`config.mk`:
```
export PLATFORM = sky130hd
export DESIGN_NAME = pkt_commit_ctrl
export DESIGN_NICKNAME = d
export VERILOG_FILES = /design/src/rtl/pcc_pkg.sv /design/src/rtl/pcc_word_tracker.sv /design/src/rtl/pcc_commit_guard.sv /design/src/rtl/pcc_threshold_reg.sv /design/src/rtl/pcc_len_queue.sv /design/src/rtl/pkt_commit_ctrl.sv
export SDC_FILE = /design/constraint.sdc
export NUM_CORES = 1
export LEC_CHECK = 0
export ABC_AREA = 1
export CORE_UTILIZATION = 40
export CTS_CLUSTER_DIAMETER = 200
export CTS_CLUSTER_SIZE = 10
export DETAILED_ROUTE_END_ITERATION = 8
export PLACE_DENSITY = 0.62
export SYNTH_ARGS = -nofsm -noshare
export SYNTH_HDL_FRONTEND = slang
export SYNTH_SLANG_ARGS = --single-unit
```
`constraint.sdc`:
```
create_clock -name clk -period 11.9 [get_ports clk]
set_input_delay 1.785 -clock clk [delete_from_list [all_inputs] [get_ports clk]]
set_output_delay 1.785 -clock clk [all_outputs]
set_load 0.03 [all_outputs]
```
`src/rtl/pcc_pkg.sv`:
```
`timescale 1ns/1ps
package pcc_pkg;
  localparam int LEN_W  = 10;
  localparam int DATA_W = 16;

  typedef logic [LEN_W-1:0]  len_t;
  typedef logic [DATA_W-1:0] word_t;

  typedef struct packed {
    len_t  len;
    word_t sig;
  } entry_t;

  typedef enum logic [1:0] {
    CK_NONE   = 2'd0,
    CK_AUTO   = 2'd1,
    CK_MANUAL = 2'd2
  } commit_e;

  localparam len_t LEN_MAX = {LEN_W{1'b1}};

  // word count after this edge
  function automatic len_t count_after(len_t c, logic acc);
    return c + len_t'(acc);
  endfunction

  // data signature after this edge
  function automatic word_t sig_after(word_t s, logic acc, word_t d);
    return acc ? (s ^ d) : s;
  endfunction

  // threshold reached by the word accepted on this edge
  function automatic logic reaches_threshold(logic en, logic acc, len_t nxt, len_t thr);
    return en & acc & (thr != '0) & (nxt == thr);
  endfunction
endpackage

```
`src/rtl/pcc_word_tracker.sv`:
```
`timescale 1ns/1ps
module pcc_word_tracker
  import pcc_pkg::*;
(
  input  logic  clk,
  input  logic  rst_n,
  input  logic  wr_acc,
  input  word_t wr_data,
  input  logic  clear,
  output len_t  cur_count,
  output len_t  next_count,
  output word_t next_sig
);
  word_t cur_sig;

  assign next_count = count_after(cur_count, wr_acc);
  assign next_sig   = sig_after(cur_sig, wr_acc, wr_data);

  always_ff @(posedge clk) begin
    if (!rst_n) begin
      cur_count <= '0;
      cur_sig   <= '0;
    end else if (clear) begin
      cur_count <= '0;
      cur_sig   <= '0;
    end else begin
      cur_count <= next_count;
      cur_sig   <= next_sig;
    end
  end
endmodule

```
`src/rtl/pcc_commit_guard.sv`:
```
`timescale 1ns/1ps
module pcc_commit_guard
  import pcc_pkg::*;
(
  input  logic    clk,
  input  logic    rst_n,
  input  logic    auto_en,
  input  logic    wr_acc,
  input  logic    pe_req,
  input  logic    room,
  input  len_t    next_count,
  input  len_t    auto_len,
  output logic    auto_hit,
  output logic    manual_hit,
  output logic    too_close,
  output commit_e kind,
  output logic    pe_err
);
  logic auto_d1;

  assign auto_hit   = reaches_threshold(auto_en, wr_acc, next_count, auto_len);
  assign too_close  = pe_req & (auto_hit | auto_d1);
  assign manual_hit = pe_req & ~too_close & room & (next_count != '0);

  always_comb begin
    if (auto_hit)        kind = CK_AUTO;
    else if (manual_hit) kind = CK_MANUAL;
    else                 kind = CK_NONE;
  end

  always_ff @(posedge clk) begin
    if (!rst_n) begin
      auto_d1 <= 1'b0;
      pe_err  <= 1'b0;
    end else begin
      auto_d1 <= auto_hit;
      if (too_close) pe_err <= 1'b1;
    end
  end
endmodule

```
`src/rtl/pcc_threshold_reg.sv`:
```
`timescale 1ns/1ps
module pcc_threshold_reg
  import pcc_pkg::*;
#(
  parameter int RST_VAL = 512
)(
  input  logic clk,
  input  logic rst_n,
  input  logic load,
  input  logic idle,
  input  len_t value,
  output len_t auto_len
);
  always_ff @(posedge clk) begin
    if (!rst_n)            auto_len <= len_t'(RST_VAL);
    else if (load && idle) auto_len <= value;
  end
endmodule

```
`src/rtl/pcc_len_queue.sv`:
```
`timescale 1ns/1ps
module pcc_len_queue
  import pcc_pkg::*;
#(
  parameter int DEPTH = 4
)(
  input  logic   clk,
  input  logic   rst_n,
  input  logic   push,
  input  entry_t din,
  input  logic   pop,
  output entry_t head,
  output logic   empty,
  output logic   full
);
  localparam int PTR_W = (DEPTH > 1) ? $clog2(DEPTH) : 1;
  localparam int OCC_W = PTR_W + 1;

  logic [PTR_W-1:0] wptr, rptr;
  logic [OCC_W-1:0] occ;
  entry_t           mem [DEPTH];
  logic             do_push, do_pop;

  function automatic logic [PTR_W-1:0] ptr_next(logic [PTR_W-1:0] p);
    return (p == PTR_W'(DEPTH - 1)) ? '0 : p + 1'b1;
  endfunction

  assign full    = (occ == OCC_W'(DEPTH));
  assign empty   = (occ == '0);
  assign do_push = push & ~full;
  assign do_pop  = pop & ~empty;
  assign head    = mem[rptr];

  for (genvar i = 0; i < DEPTH; i++) begin : g_slot
    always_ff @(posedge clk) begin
      if (do_push && (wptr == PTR_W'(i))) mem[i] <= din;
    end
  end

  always_ff @(posedge clk) begin
    if (!rst_n) begin
      wptr <= '0;
      rptr <= '0;
      occ  <= '0;
    end else begin
      if (do_push) wptr <= ptr_next(wptr);
      if (do_pop)  rptr <= ptr_next(rptr);
      occ <= occ + OCC_W'(do_push) - OCC_W'(do_pop);
    end
  end
endmodule

```
`src/rtl/pkt_commit_ctrl.sv`:
```
`timescale 1ns/1ps
module pkt_commit_ctrl
  import pcc_pkg::*;
#(
  parameter int QDEPTH       = 4,
  parameter int ADDR_W       = 2,
  parameter int EP_ADDR      = 0,
  parameter int AUTO_LEN_RST = 512
)(
  input  logic              clk,
  input  logic              rst_n,
  input  logic              auto_en,
  input  logic              thr_load,
  input  logic [LEN_W-1:0]  thr_value,
  input  logic [ADDR_W-1:0] ep_addr,
  input  logic              wr_en,
  input  logic [DATA_W-1:0] wr_data,
  input  logic              pkt_end,
  input  logic              pop,
  output logic [LEN_W-1:0]  pop_len,
  output logic [DATA_W-1:0] pop_sig,
  output logic              q_empty,
  output logic              q_full,
  output logic [LEN_W-1:0]  cur_count,
  output logic [LEN_W-1:0]  auto_len,
  output logic              pe_err
);
  // named internal events, observed by the checker
  logic    ep_sel;
  logic    wr_acc;
  logic    pe_req;
  logic    auto_hit;
  logic    manual_hit;
  logic    too_close;
  logic    commit;
  commit_e kind;
  len_t    next_count;
  word_t   next_sig;
  entry_t  push_entry;
  entry_t  head;

  assign ep_sel = (ep_addr == ADDR_W'(EP_ADDR));
  assign wr_acc = wr_en & ep_sel & ~q_full & (cur_count != LEN_MAX);
  assign pe_req = pkt_end & ep_sel;
  assign commit = (kind != CK_NONE);

  assign push_entry = '{len: next_count, sig: next_sig};

  pcc_word_tracker u_track (
    .clk        (clk),
    .rst_n      (rst_n),
    .wr_acc     (wr_acc),
    .wr_data    (wr_data),
    .clear      (commit),
    .cur_count  (cur_count),
    .next_count (next_count),
    .next_sig   (next_sig)
  );

  pcc_commit_guard u_guard (
    .clk        (clk),
    .rst_n      (rst_n),
    .auto_en    (auto_en),
    .wr_acc     (wr_acc),
    .pe_req     (pe_req),
    .room       (~q_full),
    .next_count (next_count),
    .auto_len   (auto_len),
    .auto_hit   (auto_hit),
    .manual_hit (manual_hit),
    .too_close  (too_close),
    .kind       (kind),
    .pe_err     (pe_err)
  );

  pcc_threshold_reg #(.RST_VAL(AUTO_LEN_RST)) u_thr (
    .clk      (clk),
    .rst_n    (rst_n),
    .load     (thr_load),
    .idle     (cur_count == '0),
    .value    (thr_value),
    .auto_len (auto_len)
  );

  pcc_len_queue #(.DEPTH(QDEPTH)) u_queue (
    .clk   (clk),
    .rst_n (rst_n),
    .push  (commit),
    .din   (push_entry),
    .pop   (pop),
    .head  (head),
    .empty (q_empty),
    .full  (q_full)
  );

  assign pop_len = head.len;
  assign pop_sig = head.sig;
endmodule

```
==> metrics.yaml <==
run_status:
  status: "completed"
clock_network:
  cts_buffer_depth: 2
  cts_resized: 0
  cts-htree-levels: 4
  clkLatencyLatePin_ps: 420
  holdBufCountCts: 0
  cts_tree: "done"
  cts-root-buf: "clkbuf_16"
  cts_sinks: 151
  numCtsBuffers: 17
  cts_setup_buffers: 0
  clk_pin_slew_ps: 60
pwr:
  comb_power_share: 0.282
  peakVddDrop_mv: 0.119
  seq_power_share: 0.372
  p_switching_mw: 0.513
  swShare: 0.313
  pwr-share-clk: 0.346
  p_int_mw: 1.12
  leakagePower_nw: 3.24
  p_per_area_mw_per_mm2: 199
  p_total_mw: 1.64
sta:
  min_period_ps: 5080
  finClkSkew_ps: 10.1
  finalHoldViolCount: 0
  period_share: 0.427
  timing.setup.tns_ps: 0
  rsz0062_at_grt: "false"
  timing.hold.ws_ps: 460
  slew_headroom: 0.290
  worst_pin_slew_ps: 1060
  final-setup-viol-count: 0
  slew_viol_final: 0
  fmax_ghz: 0.197
yosys:
  ys.flop_type: "edfxtp_1"
  syn_avg_cell_area_sq_um: 10.6
  netlist_instances: 623
  synth_fp_nets: 668
  synth_cell_types: 36
  netlist_area_sq_mm: 0.00658
  yosysSeqAreaShare: 0.618
  ys_warn_count: 0
  ys_ff_latch: 151
  async_reset_ff_frac: 0
  synth_edf_count: 104
finish:
  diodes: 0
  final_cell_area_sq_mm: 0.00824
  area_growth_pct: 25.3
  final_util: 0.517
  final_common_cell: "edfxtp_1"
  nets: 755
  layout_common_cells: "edfxtp_1 (104), nor2_1 (102), clkdlybuf4s50_1 (83), inv_1 (82), o21ai_0 (64)"
  seq_area_sq_mm: 0.00406
  drive_above_1_share: 0.120
  multi_input_area_sq_mm: 0.00208
  num-fill-cells: 1453
drt:
  routed_via_density: 4.76
  wl_met3_um: 604
  totalWireLength_mm: 14.3
  post_drt_wl_per_cell_um: 15.2
  top_layer: "met4"
  num_vias: 4468
  drc: 0
  wl_met1_mm: 6.57
  antenna_left: 0
  first_pass_iters: 4
  first_iter_violations: 223
  wl_met2_mm: 6.96
run:
  max_cap_viol_count: 0
floorplan:
  rows: 46
  dieWidth_um: 130
  core_area_sq_mm: 0.0159
  io_pins: 84
  start_util: 0.413
  die-height_um: 130
  die_area_sq_mm: 0.0170
placement:
  portBuffers: 83
  gp_congestion: 0.916
  dpl_cell_area_sq_mm: 0.00762
  place.detailed.hpwl_mm: 8.89
grt:
  grt_max_degree: 54
  antenna_found_initial: 0
  grt-ovfl-total: 0
  grt_pass1_vias: 4350
  grt_usage: 0.179
  grt_pass1_wl_mm: 22.4
setup_path:
  critPathKind: "input pin to flop"
  crit_path_end_kind: "flop"
  required_ps: 12200
  cp_max_fo: 17
  worstSetupStartpointType: "input pin"
  cp_data_arrival_time_ps: 5380
worst_hold_path:
  hold_class: "flop to flop"
per-stage QoR:
step	instances	setup WS [ps]
4_1_cts	939	6750
5_1_grt	939	6360
6_report	939	6820
3_3_place_gp	907	6380
2_1_floorplan	623	6730
3_5_place_dp	907	6350
layer usage:
metal  global-route usage  vias up
li1                     -     2237
met1                0.228     2109
met2                0.295      112
met3               0.0377       10
met4               0.0752        0
met5                    0        -
cell families after synthesis:
logic type | after synthesis | share of synthesized area
flip-flops | 151 | 0.618
AND/OR/NAND/NOR | 236 | 0.184
buffers and inverters | 106 | 0.0670
adder cells (fa/ha/maj) | 10 | 0.0202
AO/OA/AOI/OAI | 101 | 0.0829
XOR/XNOR | 19 | 0.0285
synthesized netlist by cell type (2+ instances only):
cell | number | area, sq um
nor2_1 | 106 | 398
edfxtp_1 | 104 | 3120
inv_1 | 82 | 308
o21ai_0 | 64 | 320
nand2_1 | 56 | 210
dfxtp_1 | 47 | 941
o22ai_1 | 26 | 163
nor2_4 | 22 | 248
nand3_1 | 18 | 90.1
xor2_1 | 17 | 149
clkbuf_1 | 15 | 56.3
nand2_2 | 13 | 81.3
a21oi_1 | 9 | 45.0
ha_1 | 9 | 113
nor3_1 | 5 | 25.0
nand3_2 | 3 | 30.0
nor2_2 | 3 | 18.8
buf_1 | 2 | 7.51
buf_12 | 2 | 40.0
inv_2 | 2 | 7.51
nand2_4 | 2 | 22.5
nand4_1 | 2 | 12.5
sequential cells by signal, summed over array words and instances (netlist names), named ones only:
register           count
u_track.cur_count     10
u_thr.auto_len        10
u_queue.rptr           2
u_queue.occ            3
u_queue.wptr           2
u_guard.auto_d1        1
u_track.cur_sig       16
u_guard.pe_err         1
u_queue.mem          104
critical path, stage by stage:
cell             delay, ps
clkdlybuf4s50_1        400
nor2_1                 130
nand2_1                 70
nor2_1                 170
nand2_1                500
inv_1                  240
ha_1                   250
nand2_4                100
nor2_8                 180
nand3_2                 90
nand2_2                140
nor2_1                  50
nor2_1                  90
nand2_1                 70
nor2_2                 100
nand2_2                100
nand2_4                110
ha_1                   150
inv_1                   40
fa_1                   370
o21ai_0                170
a21oi_1                 60
cell type report:
| class | count | area share |
|---|---|---|
| Sequential cell | 151 | 0.493 |
| Multi-Input combinational cell | 366 | 0.253 |
| Timing Repair Buffer | 89 | 0.106 |
| Clock buffer | 24 | 0.0584 |
| Inverter | 85 | 0.0393 |
| Tap cell | 216 | 0.0328 |
| Clock inverter | 8 | 0.0176 |
power groups by stage:
stage / logic [mW] / registers [mW] / clock network [mW]
6_report: 0.461 / 0.610 / 0.567
5_1_grt: 0.499 / 0.613 / 0.600
3_5_place_dp: 0.466 / 0.621 / 0
4_1_cts: 0.467 / 0.611 / 0.577
2_1_floorplan: 0.289 / 0.616 / 0
3_3_place_gp: 0.458 / 0.620 / 0
worst paths after layout:
check,from,endpoint,slack (ps),depth (start not counted)
setup / recovery,ep_addr[1],u_queue.occ[2],6820,22
hold / removal,u_guard.pe_err,u_guard.pe_err,460,2
setup reg to reg,u_track.cur_count[6],u_queue.occ[2],7930,19
hold reg to reg,u_guard.pe_err,u_guard.pe_err,460,2
No activity file was read; power rests on OpenSTA's default activity.
